**config.mk**
```make
export PLATFORM = sky130hd
export DESIGN_NAME = alu32
export DESIGN_NICKNAME = d
export VERILOG_FILES = /design/src/rtl/alu32.sv
export SDC_FILE = /design/constraint.sdc
export NUM_CORES = 1
export LEC_CHECK = 0
export BUFFER_PORTS_ARGS = -buffer_cell sky130_fd_sc_hd__buf_2
export CAP_MARGIN = 10
export CORE_AREA = 4 4 127 129
export DETAILED_ROUTE_END_ITERATION = 16
export DIE_AREA = 0 0 131 133
export PLACE_DENSITY = 0.81
export SETUP_SLACK_MARGIN = 0.1
export SLEW_MARGIN = 10
export SYNTH_ARGS = -nofsm -noshare
export SYNTH_HDL_FRONTEND = slang
export SYNTH_SLANG_ARGS = --single-unit
```
**constraint.sdc**
```tcl
create_clock -name vclk -period 4.9
set_clock_uncertainty 0.2 [all_clocks]
set_input_delay 0.245 -clock vclk [all_inputs]
set_output_delay 0.245 -clock vclk [all_outputs]
set_load 0.005 [all_outputs]
```
**src/rtl/alu32.sv**
```systemverilog
module alu32 #(
  parameter int W = 32
) (
  input  logic [W-1:0]         x_in,
  input  logic [W-1:0]         y_in,
  input  logic [1:0]           op_class,
  input  logic                 sub_en,
  input  logic [1:0]           logic_op,
  input  logic [1:0]           shift_op,
  input  logic                 amt_from_x,
  input  logic [$clog2(W)-1:0] amt_const,
  output logic [W-1:0]         result,
  output logic                 ovfl,
  output logic                 zero
);
  localparam int AW = $clog2(W);

  logic [W-1:0]  y_eff;
  logic [W-1:0]  sum;
  logic          c_out;
  logic          c_msb;
  logic [AW-1:0] amt;
  logic [W-1:0]  sh_out;
  logic [W-1:0]  lg_out;

  assign y_eff          = y_in ^ {W{sub_en}};
  assign {c_out, sum}   = {1'b0, x_in} + {1'b0, y_eff} + {{W{1'b0}}, sub_en};
  assign c_msb          = x_in[W-1] ^ y_eff[W-1] ^ sum[W-1];
  assign zero           = ~|sum;
  assign ovfl           = (op_class == 2'b10) & (c_out ^ c_msb);

  assign amt = amt_from_x ? x_in[AW-1:0] : amt_const;

  always_comb begin
    case (shift_op)
      2'b01:   sh_out = y_in << amt;
      2'b10:   sh_out = y_in >> amt;
      2'b11:   sh_out = W'($signed(y_in) >>> amt);
      default: sh_out = y_in;
    endcase
  end

  always_comb begin
    case (logic_op)
      2'b00:   lg_out = x_in & y_in;
      2'b01:   lg_out = x_in | y_in;
      2'b10:   lg_out = x_in ^ y_in;
      default: lg_out = ~(x_in | y_in);
    endcase
  end

  always_comb begin
    case (op_class)
      2'b00:   result = sh_out;
      2'b01:   result = {{(W-1){1'b0}}, sum[W-1]};
      2'b10:   result = sum;
      default: result = lg_out;
    endcase
  end
endmodule

```
==> metrics.md, run 1 <==
| Metric | Value |
|---|---|
| FP Rows | 45 |
| Die Ht | 133 µm |
| Cells after Synth | 1432 |
| Sequential fraction of the synthesis area | 0 |
| Endpoints failing hold | 0 |
| HP Class | primary input to primary output |
| Core area | 0.0150 mm² |
| Grt total ovfl | 0 |
| RSZ-0062 raised after global routing | no |
| Crit path kind | primary input to primary output |
| Wire per inst | 24.3 µm |
| Vias per cell | 7.16 |
| Hold Path Cell Cnt | 4 |
| Setup Viol. Count Final | 0 |
| Share of cells above drive strength 1 | 0.136 |
| Resized cells post-CTS | 0 |
| Largest net degree at the start of global routing | 60 |
| Hpwl dp | 30900 µm |
| DRT iter0 DRCs | 2004 |
| Register area | 0 µm² |
| Clock buffer cells | 0 |
| Die area | 0.0174 mm² |
| Max_cap viols | 0 |
| Nets | 1625 |
| Max Freq | 225 MHz |
| Status | completed |
| Multi-input gate area in the final layout | 0.00839 mm² |
| TritonRoute pass-1 iters | 6 |
| Crit share post-route | 0.908 |
| Syn avg cell area | 6.44 µm² |
| Post-CTS setup buffers | 0 |
| Final ANT Viol Nets | 0 |
| Residual DRC | 0 |
| Area Growth Syn to Fin | 6.61% |
| WP data required | 4450 ps |
| Worst slew pin tran | 1010 ps |
| FF+latch count | 0 |
| Yosys warning total | 0 |
| Die W | 131 µm |
| Cells along the critical path | buf_2 > xor2_1 > ha_1 > a21o_1 > a311oi_1 > or3_1 > o311ai_0 > buf_4 > o211a_1 > o31a_1 > xor2_1 > a21oi_1 > o22ai_1 > buf_2 |
| Critical path data arrival time | 4000 ps |
| Crit-path max cell delay | 450 ps |
| Vias in the first global route | 10367 |
| Io pins | 111 |
| Critical Path End Type | primary output |
| Port bufs | 111 |
| Initial cell density of the core | 0.613 |
| Worst-path fanout max | 14 |
| # hold bufs at CTS | 0 |
| First-pass GRT wire length | 59000 µm |
| Gpl congestion | 1.06 |
| Total number of vias | 11702 |
| Fillcell total | 1411 |
| Setup TNS | 0 ps |
| Cell area after synthesis | 0.00922 mm² |
| Fin. max-slew vios | 0 |
| CP max stage cell | xor2_1 |
| Syn Nets | 1609 |
| Crit path launch type | primary input |
| Worst hold path startpoint | y_in[1] |
| Final Routed Wirelength | 39700 µm |
| Total track usage | 0.428 |
| Max-slew headroom | 0.330 |
| Tmin final | 4450 ps |
| Initial antenna violation count | 1 |
| Unique masters post-synth | 77 |
| Hold Path End | result[1] |
-- kinds of logic (layout without fill, tap and decap cells) --
| group | after synthesis | after routing | synth area share |
|---|---|---|---|
| AOI/OAI and AO/OA | 503 | 503 | 0.353 |
| xor gates and xnor gates | 58 | 58 | 0.0551 |
| adders and majority gates | 100 | 100 | 0.137 |
| buffers and inverters | 229 | 243 | 0.0965 |
| muxes | 117 | 117 | 0.153 |
| other | 0 | 1 | 0 |
| and+or+nand+nor | 425 | 425 | 0.206 |
-- stage by stage --
stage	hold WS, ps	instance area, µm²	utilization	setup WS, ps	std cells
after floorplan	476	9220	-	716	1432
after global placement	789	9820	0.653	540	1634
after detailed placement	790	9820	0.653	497	1634
after CTS	793	9820	0.653	495	1634
after global routing	841	9820	0.653	221	1634
final	799	9830	0.654	452	1635
-- layout make-up --
cell class	instances	area share
Antenna cell	1	0.000255
Multi-Input combinational cell	1203	0.854
Tap cell	188	0.0239
Timing Repair Buffer	147	0.0853
Inverter	96	0.0367
-- worst max-delay path: cells and delay by family --
kind | cells | cell delay [ps]
simple gates | 1 | 190
compound gates | 7 | 1830
fa+ha+maj | 1 | 290
buf+inv | 3 | 750
xor+xnor | 2 | 700
-- layer usage --
layer  part of all wire  GRT usage  vias up
met5            0.00043          0        -
met1               0.39      0.577     5291
met2               0.41      0.629      977
li1                   -          -     5245
met3               0.14      0.124      187
met4              0.060      0.189        2
-- cell usage in the layout (no fill, tap or decap), types with 11 or more instances in the layout --
| cell type | n |
|---|---|
| a211oi_1 | 21 |
| a21o_1 | 18 |
| a21oi_1 | 105 |
| a31oi_1 | 20 |
| buf_2 | 111 |
| buf_4 | 35 |
| ha_1 | 99 |
| inv_1 | 94 |
| mux2i_1 | 86 |
| mux4_2 | 18 |
| nand2_1 | 170 |
| nand3_1 | 26 |
| nor2_1 | 128 |
| nor2b_1 | 26 |
| nor3_1 | 17 |
| o211ai_1 | 47 |
| o21ai_0 | 150 |
| o22ai_1 | 15 |
| o311ai_0 | 16 |
| or3_1 | 11 |
| xnor2_1 | 20 |
| xor2_1 | 38 |
-- synth_stat cells, drive strengths merged, types with 22 or more instances --
cell    count  area share
nand2     170       0.069
o21ai     152       0.083
nor2      128       0.052
a21oi     105       0.057
ha         99        0.13
inv        94       0.038
clkbuf     91       0.037
mux2i      91       0.099
o211ai     47       0.038
buf        42       0.020
xor2       38       0.036
nand3      26       0.014
nor2b      26       0.018
a211oi     22       0.018
-- worst max path at each step --
stage,to,cells past startpoint,slack (ps),startpoint
6_report,result[31],14,450,sub_en
5_1_grt,zero,14,220,sub_en
4_1_cts,zero,15,490,sub_en
3_5_place_dp,zero,15,500,sub_en
3_3_place_gp,zero,15,540,sub_en
2_1_floorplan,zero,14,720,sub_en
==> run 2: changes to the inputs <==
- CORE_AREA: 4 4 127 129 -> 4 4 141 143
- DIE_AREA: 0 0 131 133 -> 0 0 145 147
- PLACE_DENSITY: 0.81 -> 0.67
==> metrics.md, run 2 (synthesized netlist as in run 1, its figures left out) <==
| Metric | Value |
|---|---|
| Worst hold path startpoint | y_in[5] |
| Die W | 145 µm |
| Hpwl dp | 32100 µm |
| Clock buffer cells | 0 |
| Total number of vias | 11371 |
| Grt total ovfl | 0 |
| WP data required | 4450 ps |
| Io pins | 111 |
| Final worst slack | 459 ps |
| # hold bufs at CTS | 0 |
| Final Cell Area | 0.00987 mm² |
| Leakage power | 4.58 nW |
| FF+latch count | 0 |
| Setup TNS | 0 ps |
| Resized cells post-CTS | 0 |
| Hold Path End | result[5] |
| Critical path data arrival time | 4000 ps |
| FP Rows | 50 |
| Post-CTS setup buffers | 0 |
| Worst slew pin tran | 922 ps |
| RSZ-0062 raised after global routing | no |
| Commonest cells after routing, fill and taps aside | 170 x nand2_1, 150 x o21ai_0, 128 x nor2_1 |
| Crit share post-route | 0.906 |
| DRT iter0 DRCs | 1669 |
| Wire per inst | 24.3 µm |
| Crit path launch type | primary input |
| Vias in the first global route | 10100 |
| Setup Viol. Count Final | 0 |
| Worst-path fanout max | 17 |
| Tmin final | 4440 ps |
| Pwr dens | 159 mW/mm² |
| Hold Worst Slack | 809 ps |
| Initial antenna violation count | 1 |
| Register area | 0 µm² |
| Gpl congestion | 1.04 |
| Tot Pwr | 1.57 mW |
| Max Freq | 225 MHz |
| Port bufs | 111 |
| Nets | 1625 |
| Share of cells above drive strength 1 | 0.136 |
| Largest net degree at the start of global routing | 65 |
| Residual DRC | 0 |
| Crit path kind | primary input to primary output |
| Die Ht | 147 µm |
| Hold Path Cell Cnt | 4 |
| Most common cell after layout, fill and taps aside | nand2_1 |
| VDD IR max | 0.0000794 V |
| Max_cap viols | 0 |
| First-pass GRT wire length | 61600 µm |
| Final ANT Viol Nets | 0 |
| Total track usage | 0.359 |
| Initial cell density of the core | 0.496 |
| Area after DPL | 0.00987 mm² |
| Antenna diode count | 0 |
| HP Class | primary input to primary output |
| Vias per cell | 6.77 |
| Pre-CTS setup slack | 500 ps |
| Final Routed Wirelength | 40800 µm |
| Critical Path End Type | primary output |
| Area Growth Syn to Fin | 7.07% |
| Die area | 0.0213 mm² |
| Core area | 0.0186 mm² |
| TritonRoute pass-1 iters | 6 |
| Endpoints failing hold | 0 |
| Status | completed |
| Fin. max-slew vios | 0 |
| Max-slew headroom | 0.386 |
run 2: cell types whose count changed in the layout (fill, tap and decap cells not counted), sizes merged:
cell	delta
diode	-1
run 2: worst max-delay path by stage:
stage | start | to
after floorplan | sub_en | zero
after CTS | sub_en | zero
after global placement | sub_en | zero
after detailed placement | sub_en | zero
final | sub_en | zero
after global routing | sub_en | zero
run 2: power by group:
group | total, mW | switching (mW) | internal (mW)
clock | 0 | 0 | 0
sequential | 0 | 0 | 0
combinational | 1.57 | 1.01 | 0.561
total | 1.57 | 1.01 | 0.561
run 2: metrics by stage:
stage | cells | utilization
global placement | 1680 | 0.531
CTS | 1680 | 0.531
floorplan | 1432 | -
global route | 1680 | 0.531
detailed placement | 1680 | 0.531
finish | 1680 | 0.531
run 2: layer usage:
layer  track usage  wire (µm)  up-vias
met2         0.553      17100      786
met4         0.144       2190        2
met1         0.500      16600     5207
met5             0         13        -
met3        0.0580       4820      139
li1              -          -     5237
run 2: layout make-up:
| class | instances | area (µm²) |
|---|---|---|
| fillers | 1935 | 8710 |
| multi-input cells | 1203 | 8390 |
| well taps | 234 | 293 |
| repair buffers | 147 | 826 |
| inverters | 96 | 360 |
run 2: worst max-delay path, cell delays in order:
cell and delay [ps]:
buf_2 400, buf_4 380, xor2_1 190, ha_1 300, and4_1 240, o211a_1 130, o211a_1 140, o2111a_2 300
o21a_1 210, or3_4 340, a2111oi_2 350, and4bb_1 230, nand4b_1 140, and4b_1 270, buf_2 110
(Power assumes the default switching activity.)
==> run 3: changes to the inputs <==
- CAP_MARGIN: 10 -> 20
- CORE_AREA: 4 4 141 143 -> 4 4 173 175
- DIE_AREA: 0 0 145 147 -> 0 0 177 179
- PLACE_DENSITY: 0.67 -> 0.47
==> metrics.md, run 3 (synthesized netlist as in run 1, its figures left out) <==
| Metric | Value |
|---|---|
| Status | completed |
| Worst path bufs/invs | 4 |
| Placed insts | 1833 |
| Critical path data arrival time | 4090 ps |
| Crit share post-route | 0.926 |
| Vias per cell | 6.19 |
| CP max stage cell | a211oi_1 |
| Multi-input gate area in the final layout | 0.00840 mm² |
| Worst slew pin tran | 1200 ps |
| Clock buffer cells | 0 |
| Wire per inst | 25.3 µm |
| Residual DRC | 0 |
| Fin. max-slew vios | 0 |
| Die Ht | 179 µm |
| FF+latch count | 0 |
| Tot Pwr | 1.62 mW |
| Die area | 0.0317 mm² |
| Hpwl dp | 36400 µm |
| Gpl congestion | 0.966 |
| Tmin final | 4540 ps |
| Core area | 0.0285 mm² |
| Vias in the first global route | 10530 |
| Cells along the critical path | buf_2 > buf_4 > xor2_1 > ha_1 > a21o_1 > a211oi_1 > a21oi_1 > inv_1 > a211oi_1 > or3_1 > a2111o_1 > and4bb_2 > nand4b_1 > and4b_1 > buf_2 |
| Pwr dens | 159 mW/mm² |
| Antenna diode count | 0 |
| Leakage power | 4.64 nW |
| Nets | 1630 |
| Critical Path End Type | primary output |
| Max_cap viols | 0 |
| DRT iter0 DRCs | 1481 |
| Die W | 177 µm |
| Share of cells above drive strength 1 | 0.141 |
| Worst-path fanout max | 13 |
| Setup TNS | 0 ps |
| Port bufs | 111 |
| Fillcell total | 3205 |
| Io pins | 111 |
| Register area | 0 µm² |
| Cell family with most CP delay | compound AO/OA/AOI/OAI gates |
| Grt total ovfl | 0 |
| Endpoints failing hold | 0 |
| Crit path kind | primary input to primary output |
| Final ANT Viol Nets | 0 |
| Crit path launch type | primary input |
| First-pass GRT wire length | 69600 µm |
| Total number of vias | 11361 |
| Area after DPL | 0.0101 mm² |
| Total track usage | 0.283 |
| Setup Viol. Count Final | 0 |
| Initial antenna violation count | 0 |
| Max Freq | 220 MHz |
| WP data required | 4450 ps |
| Commonest cells after routing, fill and taps aside | 170 x nand2_1, 150 x o21ai_0, 127 x nor2_1 |
| Final Routed Wirelength | 46500 µm |
| RSZ-0062 raised after global routing | no |
| Non-Filler Instances | 1835 |
| Initial cell density of the core | 0.324 |
| HP Class | primary input to primary output |
| Area Growth Syn to Fin | 10.5% |
| FP Rows | 62 |
| Max-slew headroom | 0.199 |
| VDD IR max | 0.0000790 V |
| Post-CTS setup buffers | 0 |
| TritonRoute pass-1 iters | 6 |
| Crit-path max cell delay | 440 ps |
| Largest net degree at the start of global routing | 65 |
| Most common cell after layout, fill and taps aside | nand2_1 |
| Final Cell Area | 0.0102 mm² |
==> run 3: cell types whose count changed in the layout (fill, tap and decap cells not counted) <==
cell,change
buf_4,-2
buf_16,+1
xor2_2,+1
nor2_2,+1
nor2_1,-1
xor2_1,-1
clkbuf_2,+1
buf_12,+5
==> run 3: layout make-up <==
class	instances	area share
Multi-Input combinational cell	1203	0.825
Timing Repair Buffer	152	0.0926
Tap cell	384	0.0472
Inverter	96	0.0354
==> run 3: stage by stage <==
| stage | worst slack [ps] | hold slack, ps | utilization |
|---|---|---|---|
| finish | 364 | 796 | 0.358 |
| global route | 167 | 842 | 0.358 |
| CTS | 313 | 792 | 0.356 |
| detailed placement | 344 | 789 | 0.356 |
| global placement | 413 | 795 | 0.356 |
| floorplan | 716 | 476 | - |
==> run 3: worst paths after layout <==
kind | startpoint | end | slack (ps) | cells past startpoint
worst max-delay path | sub_en | zero | 360 | 15
worst min-delay path | y_in[5] | result[5] | 800 | 4
==> run 3: routing by layer <==
layer,track usage,vias up,share of wire
li1,-,5268,-
met1,0.404,5388,0.45
met2,0.444,617,0.43
met3,0.0388,88,0.082
met4,0.0832,0,0.037
met5,0,-,0
==> run 3: where the power goes <==
| group | switching (mW) | total [mW] | internal (mW) |
|---|---|---|---|
| clock | 0 | 0 | 0 |
| sequential | 0 | 0 | 0 |
| combinational | 1.04 | 1.62 | 0.579 |
==> run 3: what timing repair did <==
item                                    in CTS  in global routing
gates resized for setup                      0                  1
hold buffers                                 0                  0
endpoints found under the setup margin       0                  1
